## src/rtl/hdlc_txq_pkg.sv

```systemverilog
package hdlc_txq_pkg;

  // Index of the block that follows idx in the circular block order.
  function automatic int blk_after(input int idx, input int nblk);
    return (idx + 1 >= nblk) ? 0 : idx + 1;
  endfunction

  // True when position pos is the final byte of a block holding len bytes.
  function automatic logic is_final_byte(input int pos, input int len);
    return (len != 0) && (pos + 1 == len);
  endfunction

  // Whether a block holding cnt bytes can take one more byte.
  function automatic logic has_room(input int cnt, input int cap);
    return cnt < cap;
  endfunction

endpackage

```

## src/rtl/hdlc_txq_store.sv

```systemverilog
module hdlc_txq_store #(
  parameter int NB  = 2,
  parameter int BB  = 32,
  parameter int DW  = 8,
  parameter int BIW = 1,
  parameter int IW  = 5
) (
  input  logic           clk,
  input  logic           wr_en,
  input  logic [BIW-1:0] wr_blk,
  input  logic [IW-1:0]  wr_pos,
  input  logic [DW-1:0]  wr_data,
  input  logic [BIW-1:0] rd_blk,
  input  logic [IW-1:0]  rd_pos,
  output logic [DW-1:0]  rd_data
);

  logic [DW-1:0] rd_word [NB];

  for (genvar b = 0; b < NB; b++) begin : g_bank
    logic [DW-1:0] mem [BB];

    always_ff @(posedge clk) begin
      if (wr_en && (wr_blk == BIW'(b))) mem[wr_pos] <= wr_data;
    end

    assign rd_word[b] = mem[rd_pos];
  end

  assign rd_data = rd_word[rd_blk];

endmodule

```

## src/rtl/hdlc_txq_fill.sv

```systemverilog
module hdlc_txq_fill
  import hdlc_txq_pkg::*;
#(
  parameter int NB  = 2,
  parameter int BB  = 32,
  parameter int BIW = 1,
  parameter int IW  = 5,
  parameter int CW  = 6
) (
  input  logic                   clk,
  input  logic                   rst_n,
  input  logic                   wr_en,
  input  logic                   send,
  input  logic                   send_eom,
  input  logic                   rel_evt,
  input  logic [BIW-1:0]         rel_blk,
  output logic                   st_wr_en,
  output logic [BIW-1:0]         st_wr_blk,
  output logic [IW-1:0]          st_wr_pos,
  output logic [NB-1:0]          committed,
  output logic [NB-1:0][CW-1:0]  blk_len,
  output logic [NB-1:0]          blk_eom,
  output logic                   frame_open,
  output logic                   wr_rej,
  output logic                   cmd_acc,
  output logic                   cmd_rej,
  output logic                   next_free
);

  logic [BIW-1:0] fill_blk;
  logic [CW-1:0]  fill_cnt;
  logic [BIW-1:0] nxt_blk;
  logic [CW-1:0]  cnt_now;
  logic           fill_free;
  logic           wr_ok;
  logic [NB-1:0]  committed_nx;

  assign fill_free = !committed[fill_blk];
  assign wr_ok     = wr_en && fill_free && has_room(int'(fill_cnt), BB);
  assign wr_rej    = wr_en && !wr_ok;
  assign cnt_now   = fill_cnt + CW'(wr_ok);
  assign cmd_acc   = send && fill_free && (cnt_now != '0);
  assign cmd_rej   = send && !cmd_acc;
  assign nxt_blk   = BIW'(blk_after(int'(fill_blk), NB));
  assign next_free = !committed[nxt_blk];

  assign st_wr_en  = wr_ok;
  assign st_wr_blk = fill_blk;
  assign st_wr_pos = IW'(fill_cnt);

  always_comb begin
    committed_nx = committed;
    for (int b = 0; b < NB; b++) begin
      if (cmd_acc && (fill_blk == BIW'(b)))      committed_nx[b] = 1'b1;
      else if (rel_evt && (rel_blk == BIW'(b)))  committed_nx[b] = 1'b0;
    end
  end

  always_ff @(posedge clk) begin
    if (!rst_n) begin
      committed  <= '0;
      blk_len    <= '0;
      blk_eom    <= '0;
      fill_blk   <= '0;
      fill_cnt   <= '0;
      frame_open <= 1'b0;
    end else begin
      committed <= committed_nx;
      if (cmd_acc) begin
        blk_len[fill_blk] <= cnt_now;
        blk_eom[fill_blk] <= send_eom;
        fill_blk          <= nxt_blk;
        fill_cnt          <= '0;
        frame_open        <= !send_eom;
      end else if (wr_ok) begin
        fill_cnt <= cnt_now;
      end
    end
  end

  a_r2_no_overflow: assert property (@(posedge clk) disable iff (!rst_n)
    fill_cnt <= CW'(BB));

  a_r7_rej_keeps_fill: assert property (@(posedge clk) disable iff (!rst_n)
    (cmd_rej && !wr_ok) |=> $stable(fill_cnt) && $stable(fill_blk));

endmodule

```

## src/rtl/hdlc_txq_drain.sv

```systemverilog
module hdlc_txq_drain
  import hdlc_txq_pkg::*;
#(
  parameter int NB  = 2,
  parameter int BIW = 1,
  parameter int IW  = 5,
  parameter int CW  = 6
) (
  input  logic                   clk,
  input  logic                   rst_n,
  input  logic [NB-1:0]          committed,
  input  logic [NB-1:0][CW-1:0]  blk_len,
  input  logic [NB-1:0]          blk_eom,
  input  logic                   out_ready,
  output logic                   out_valid,
  output logic                   out_eof,
  output logic [BIW-1:0]         rd_blk,
  output logic [IW-1:0]          rd_pos,
  output logic                   rel_evt,
  output logic [BIW-1:0]         rel_blk
);

  logic [BIW-1:0] drain_blk;
  logic           at_end;
  logic           hs;

  assign out_valid = committed[drain_blk];
  assign at_end    = is_final_byte(int'(rd_pos), int'(blk_len[drain_blk]));
  assign hs        = out_valid && out_ready;
  assign rel_evt   = hs && at_end;
  assign rel_blk   = drain_blk;
  assign out_eof   = out_valid && at_end && blk_eom[drain_blk];
  assign rd_blk    = drain_blk;

  always_ff @(posedge clk) begin
    if (!rst_n) begin
      drain_blk <= '0;
      rd_pos    <= '0;
    end else if (hs) begin
      if (at_end) begin
        drain_blk <= BIW'(blk_after(int'(drain_blk), NB));
        rd_pos    <= '0;
      end else begin
        rd_pos <= rd_pos + IW'(1);
      end
    end
  end

  a_r3_pos_in_block: assert property (@(posedge clk) disable iff (!rst_n)
    out_valid |-> (CW'(rd_pos) < blk_len[drain_blk]));

endmodule

```

## src/rtl/hdlc_txq_status.sv

```systemverilog
module hdlc_txq_status (
  input  logic clk,
  input  logic rst_n,
  input  logic irq_src,
  input  logic err_src,
  input  logic udr_src,
  input  logic stat_rd,
  output logic irq_pool,
  output logic stat_pool,
  output logic stat_err,
  output logic stat_udr
);

  always_ff @(posedge clk) begin
    if (!rst_n) begin
      irq_pool  <= 1'b0;
      stat_pool <= 1'b0;
      stat_err  <= 1'b0;
      stat_udr  <= 1'b0;
    end else begin
      irq_pool  <= irq_src;
      stat_pool <= irq_pool | (stat_pool & !stat_rd);
      stat_err  <= err_src  | (stat_err  & !stat_rd);
      stat_udr  <= udr_src  | (stat_udr  & !stat_rd);
    end
  end

  a_r9_irq_sets_status: assert property (@(posedge clk) disable iff (!rst_n)
    irq_pool |=> stat_pool);

  a_r9_read_clears: assert property (@(posedge clk) disable iff (!rst_n)
    (stat_rd && !irq_pool && !err_src && !udr_src) |=> !stat_pool && !stat_err && !stat_udr);

  a_r7_err_sticky: assert property (@(posedge clk) disable iff (!rst_n)
    err_src |=> stat_err);

  a_r10_underrun_sticky: assert property (@(posedge clk) disable iff (!rst_n)
    udr_src |=> stat_udr);

endmodule

```

## src/rtl/hdlc_txq_ctrl.sv

```systemverilog
module hdlc_txq_ctrl #(
  parameter int BLK_BYTES = 32,
  parameter int NUM_BLKS  = 2,
  parameter int DATA_W    = 8
) (
  input  logic              clk,
  input  logic              rst_n,
  input  logic              host_wr_en,
  input  logic [DATA_W-1:0] host_wr_data,
  input  logic              host_send,
  input  logic              host_send_eom,
  input  logic              host_stat_rd,
  output logic              out_valid,
  output logic [DATA_W-1:0] out_data,
  output logic              out_eof,
  input  logic              out_ready,
  output logic              irq_pool,
  output logic              stat_pool,
  output logic              stat_err,
  output logic              stat_underrun
);

  localparam int BIW = (NUM_BLKS > 1) ? $clog2(NUM_BLKS) : 1;
  localparam int IW  = (BLK_BYTES > 1) ? $clog2(BLK_BYTES) : 1;
  localparam int CW  = $clog2(BLK_BYTES + 1);

  // Internal events, named for the assertions.
  logic                      st_wr_en;
  logic [BIW-1:0]            st_wr_blk;
  logic [IW-1:0]             st_wr_pos;
  logic [NUM_BLKS-1:0]       committed;
  logic [NUM_BLKS-1:0][CW-1:0] blk_len;
  logic [NUM_BLKS-1:0]       blk_eom;
  logic                      frame_open;
  logic                      wr_rej;
  logic                      cmd_acc;
  logic                      cmd_rej;
  logic                      next_free;
  logic [BIW-1:0]            rd_blk;
  logic [IW-1:0]             rd_pos;
  logic                      rel_evt;
  logic [BIW-1:0]            rel_blk;
  logic                      irq_src;
  logic                      err_evt;
  logic                      udr_evt;

  hdlc_txq_fill #(.NB(NUM_BLKS), .BB(BLK_BYTES), .BIW(BIW), .IW(IW), .CW(CW)) u_fill (
    .clk        (clk),
    .rst_n      (rst_n),
    .wr_en      (host_wr_en),
    .send       (host_send),
    .send_eom   (host_send_eom),
    .rel_evt    (rel_evt),
    .rel_blk    (rel_blk),
    .st_wr_en   (st_wr_en),
    .st_wr_blk  (st_wr_blk),
    .st_wr_pos  (st_wr_pos),
    .committed  (committed),
    .blk_len    (blk_len),
    .blk_eom    (blk_eom),
    .frame_open (frame_open),
    .wr_rej     (wr_rej),
    .cmd_acc    (cmd_acc),
    .cmd_rej    (cmd_rej),
    .next_free  (next_free)
  );

  hdlc_txq_store #(.NB(NUM_BLKS), .BB(BLK_BYTES), .DW(DATA_W), .BIW(BIW), .IW(IW)) u_store (
    .clk     (clk),
    .wr_en   (st_wr_en),
    .wr_blk  (st_wr_blk),
    .wr_pos  (st_wr_pos),
    .wr_data (host_wr_data),
    .rd_blk  (rd_blk),
    .rd_pos  (rd_pos),
    .rd_data (out_data)
  );

  hdlc_txq_drain #(.NB(NUM_BLKS), .BIW(BIW), .IW(IW), .CW(CW)) u_drain (
    .clk       (clk),
    .rst_n     (rst_n),
    .committed (committed),
    .blk_len   (blk_len),
    .blk_eom   (blk_eom),
    .out_ready (out_ready),
    .out_valid (out_valid),
    .out_eof   (out_eof),
    .rd_blk    (rd_blk),
    .rd_pos    (rd_pos),
    .rel_evt   (rel_evt),
    .rel_blk   (rel_blk)
  );

  assign irq_src = rel_evt | (cmd_acc & next_free);
  assign err_evt = wr_rej | cmd_rej;
  assign udr_evt = out_ready & !out_valid & frame_open;

  hdlc_txq_status u_status (
    .clk       (clk),
    .rst_n     (rst_n),
    .irq_src   (irq_src),
    .err_src   (err_evt),
    .udr_src   (udr_evt),
    .stat_rd   (host_stat_rd),
    .irq_pool  (irq_pool),
    .stat_pool (stat_pool),
    .stat_err  (stat_err),
    .stat_udr  (stat_underrun)
  );

  a_r8_hold_stable: assert property (@(posedge clk) disable iff (!rst_n)
    (out_valid && !out_ready) |=> out_valid && $stable(out_data) && $stable(out_eof));

  a_r5_release_irq: assert property (@(posedge clk) disable iff (!rst_n)
    rel_evt |=> irq_pool);

  a_r4_accept_irq: assert property (@(posedge clk) disable iff (!rst_n)
    (cmd_acc && next_free) |=> irq_pool);

  a_r6_eof_with_valid: assert property (@(posedge clk) disable iff (!rst_n)
    out_eof |-> out_valid);

  a_r7_rej_no_irq: assert property (@(posedge clk) disable iff (!rst_n)
    (cmd_rej && !rel_evt) |=> !irq_pool);

endmodule

```

## config.mk

```make
export PLATFORM = sky130hd
export DESIGN_NAME = hdlc_txq_ctrl
export DESIGN_NICKNAME = d
export VERILOG_FILES = /design/src/rtl/hdlc_txq_pkg.sv /design/src/rtl/hdlc_txq_store.sv /design/src/rtl/hdlc_txq_fill.sv /design/src/rtl/hdlc_txq_drain.sv /design/src/rtl/hdlc_txq_status.sv /design/src/rtl/hdlc_txq_ctrl.sv
export SDC_FILE = /design/constraint.sdc
export NUM_CORES = 1
export LEC_CHECK = 0
export ABC_AREA = 1
export BUFFER_PORTS_ARGS = -buffer_cell sky130_fd_sc_hd__buf_2
export CORE_AREA = 2 2 241 243
export CTS_BUF_LIST = sky130_fd_sc_hd__clkbuf_4
export DETAILED_ROUTE_END_ITERATION = 8
export DIE_AREA = 0 0 243 245
export HOLD_SLACK_MARGIN = 0.02
export PLACE_DENSITY = 0.52
export SLEW_MARGIN = 20
export SYNTH_ARGS = -nofsm -noshare
export SYNTH_HDL_FRONTEND = slang
export SYNTH_SLANG_ARGS = --single-unit
```

## constraint.sdc

```tcl
create_clock -name clk -period 2.2 [get_ports clk]
set_input_delay 0.11 -clock clk [delete_from_list [all_inputs] [get_ports clk]]
set_output_delay 0.11 -clock clk [all_outputs]
set_load 0.01 [all_outputs]
```

==> flow_metrics.tcl <==
set metrics [dict create \
    synthDistinctLibCells 37 \
    crit_fanout 10 \
    synth_ff_type "edfxtp_1" \
    route.detailed.drc 0 \
    synth.area.top_cells "edfxtp_1 68%, nand2_1 6.3%, nor2_1 5.6%" \
    maxCapViolations 0 \
    finalCoreUtilization_pct 50.1 \
    powerDensity_nw_per_um2 877 \
    syn_area_um2 22600 \
    peakVddDrop_v 0.000451 \
    ys_ff_latch 551 \
    tritoncts "done" \
    fillers 5162 \
    cts_root_buffer "clkbuf_4" \
    cts.sinks 551 \
    tightest_slew_ps 841 \
    drt_iter0_markers 1308 \
    cts_buffers 147 \
    p_leak_nw 10.3 \
    synth_edf_count 512 \
    hold_viol_final 0 \
    core-area_um2 57000 \
    die_w_um 243 \
    viasPerCell 5.28 \
    via_count 16364 \
    cp.required_ps 2090 \
    regArea_um2 16200 \
    grtUsageTotal_pct 22.3 \
    gp_congestion 0.818 \
    slew_headroom_pct 43.7 \
    first_pass_iters 6 \
    crit_path_end_kind "primary output" \
    antenna_found_initial 1 \
    hold_path.class "in -> reg" \
    drv_slew 0 \
    dieArea_um2 59500 \
    fin_skew_ps 57.9 \
    r2r_start "u_fill.st_wr_blk" \
    clk_latency_ps 960 \
    outcome "finished with violations" \
    post-route-period-util_pct 134 \
    area_growth_pct 26.6 \
    post-route-min-period_ps 2940 \
    synth_top_cell_by_area "edfxtp_1" \
    seq_area_frac_synth_pct 71.6 \
    multiInputGateArea_um2 6370 \
    whs_ps 228 \
    die_y_um 245 \
    portBuffers 28 \
    finalSetupViolCount 9 \
    path_class "reg -> out" \
    dpl.hpwl_um 38200 \
    pin_count 29 \
    syn_nets 1972 \
    overflow 0 \
    start_kind "register" \
    grt_pass1_wl_um 98900 \
    clk_pin_slew_worst_paths_ps 60 \
    syn_area_per_cell_um2 11.5 \
    fmax_mhz 340 \
    initial_core_util_pct 39.6 \
    netlist_instances 1954 \
    wire_per_inst_um 21.6 \
    hold_path_startpoint "host_wr_data[6]" \
    final_layout_size_suffix_gt1_share_pct 27.9 \
    violations "setup timing" \
    rows 88 \
    htreeDepth 4 \
    wirelength_um 67000 \
    rsz0062_at_grt "true" \
    final_antenna_net_count 0 \
    yosysWarnings 0 \
    fin_nets 2266 \
    synthArstFlopShare_pct 0 \
    cts_buffer_depth 3 \
    grt_max_degree 65 \
    synth_top_area_share_pct 68.2 \
    worst_slack_ps -741 \
    grt_pass1_vias 16172 \
    arrival_ps 2830 \
]
## worst paths after layout
path         cells past startpoint                            to  slack [ps]
min reg2reg                      2             u_fill.blk_len[4]         470
max reg2reg                     15             u_fill.blk_len[5]          80
max                             12                   out_data[6]        -740
min                              2  u_store.g_bank[1].mem[13][6]         230
## sequential cells by signal, indices dropped and copies added, names as in the netlist, 2 cells and up, named ones only
name / flops
u_drain.rd_pos: 5
u_fill.blk_len: 12
u_fill.blk_eom: 2
u_store.g_bank.mem: 512
u_fill.committed: 2
u_fill.fill_cnt: 6
## where the power goes
part	switching (mW)	internal, mW	leakage (nW)
Sequential	0.0834	11.6	4.93
Clock	4.05	4.58	1.05
Combinational	2.91	1.87	4.33
## logic make-up (layout without fill, tap and decap cells)
family / count (synthesis) / count (layout) / synth area share (%)
simple gates: 799 / 799 / 14.1
flops: 551 / 551 / 71.6
compound gates: 431 / 431 / 10.5
buf+inv: 164 / 546 / 3.34
xor+xnor: 6 / 6 / 0.300
fa+ha+maj: 3 / 3 / 0.166
other cells: 0 / 1 / 0
## metrics by stage
step | TNS [ps] | area [um2] | power [mW] | setup slack, ps | std cells
final | -6020 | 28600 | 25.0 | -741 | 3102
after global routing | -7740 | 28600 | 26.2 | -912 | 3102
after CTS | -7180 | 28000 | 25.0 | -847 | 3081
after detailed placement | -1380 | 24700 | 15.4 | -92.0 | 2782
after global placement | -360 | 24700 | 15.4 | -61.3 | 2782
after floorplan | 0 | 22600 | 13.9 | 16.7 | 1954
## routing by layer
layer  vias to the layer above  global-route usage [%]  share of wire, %
li1                       7657                       -                 -
met1                      8125                    30.4                44
met2                       509                    35.7                48
met3                        73                    4.91               6.1
met4                         0                    6.89               1.8
met5                         -                       0                 0
## critical path: stages, from the launching register on
cell	delay [ps]
dfxtp_4	370
buf_12	150
buf_16	140
buf_12	140
o21ai_0	210
o22ai_2	100
nand2_1	130
nand2_2	70
nand2_1	70
nand3_2	120
nand3_2	150
nand2_4	80
buf_6	130
## cells in the mapped netlist, types with 3 or more instances
library cell	number
edfxtp_1	512
nand2_1	376
nor2_1	337
o21ai_1	136
o21ai_0	132
o22ai_1	129
nand3_1	60
clkbuf_1	54
buf_2	47
dfxtp_1	39
inv_1	34
a21oi_1	21
buf_1	9
buf_6	7
inv_2	7
nor3_1	7
a21oi_2	5
nand2_2	5
buf_4	4
ha_1	3
nand3_2	3
nand3_4	3
nand4_1	3
## layout by cell type, fill, tap and decap left out, types with 3 or more instances in the layout
master,synthesis,routed
nor2_2,2,15
inv_1,34,29
nand2_1,376,333
clkbuf_16,0,7
o22ai_1,129,112
o22ai_2,0,17
a21oi_1,21,21
clkbuf_4,0,204
ha_4,0,3
buf_4,4,141
a21oi_2,5,5
nor2_4,1,3
inv_2,7,15
clkinv_1,0,20
nor3_1,7,7
nor2_1,337,322
nand2_2,5,39
nand3_2,3,42
nand2_4,0,9
nand3_1,60,18
dlygate4sd3_1,0,22
nand4_1,3,3
o21ai_4,0,3
buf_2,47,19
buf_16,0,23
o21ai_1,136,142
buf_6,7,20
dfxtp_1,39,29
bufinv_16,0,3
buf_12,0,29
edfxtp_1,512,512
inv_8,0,3
dfxtp_4,0,6
nand3_4,3,6
dfxtp_2,0,4
o21ai_2,2,17
o21ai_0,132,108
## what timing repair did
item,CTS,global route
gates resized for setup,150,111
buffers inserted,21,14
pin swaps,50,72
cloned,19,9
hold endpoints to repair,551,0
hold buffers,22,0
endpoints found under the setup margin,57,75
## layout make-up
cell class                      count  area share [%]
Antenna cell                        1         0.00876
Sequential cell                   551            56.6
Timing Repair Buffer              264            10.7
Clock buffer                      204            5.36
Tap cell                          765            3.35
Multi-Input combinational cell   1239            22.3
Timing Repair inverter              4           0.149
Inverter                           41           0.701
Clock inverter                     33           0.736
Note: power is estimated with default switching activity, not from simulation.
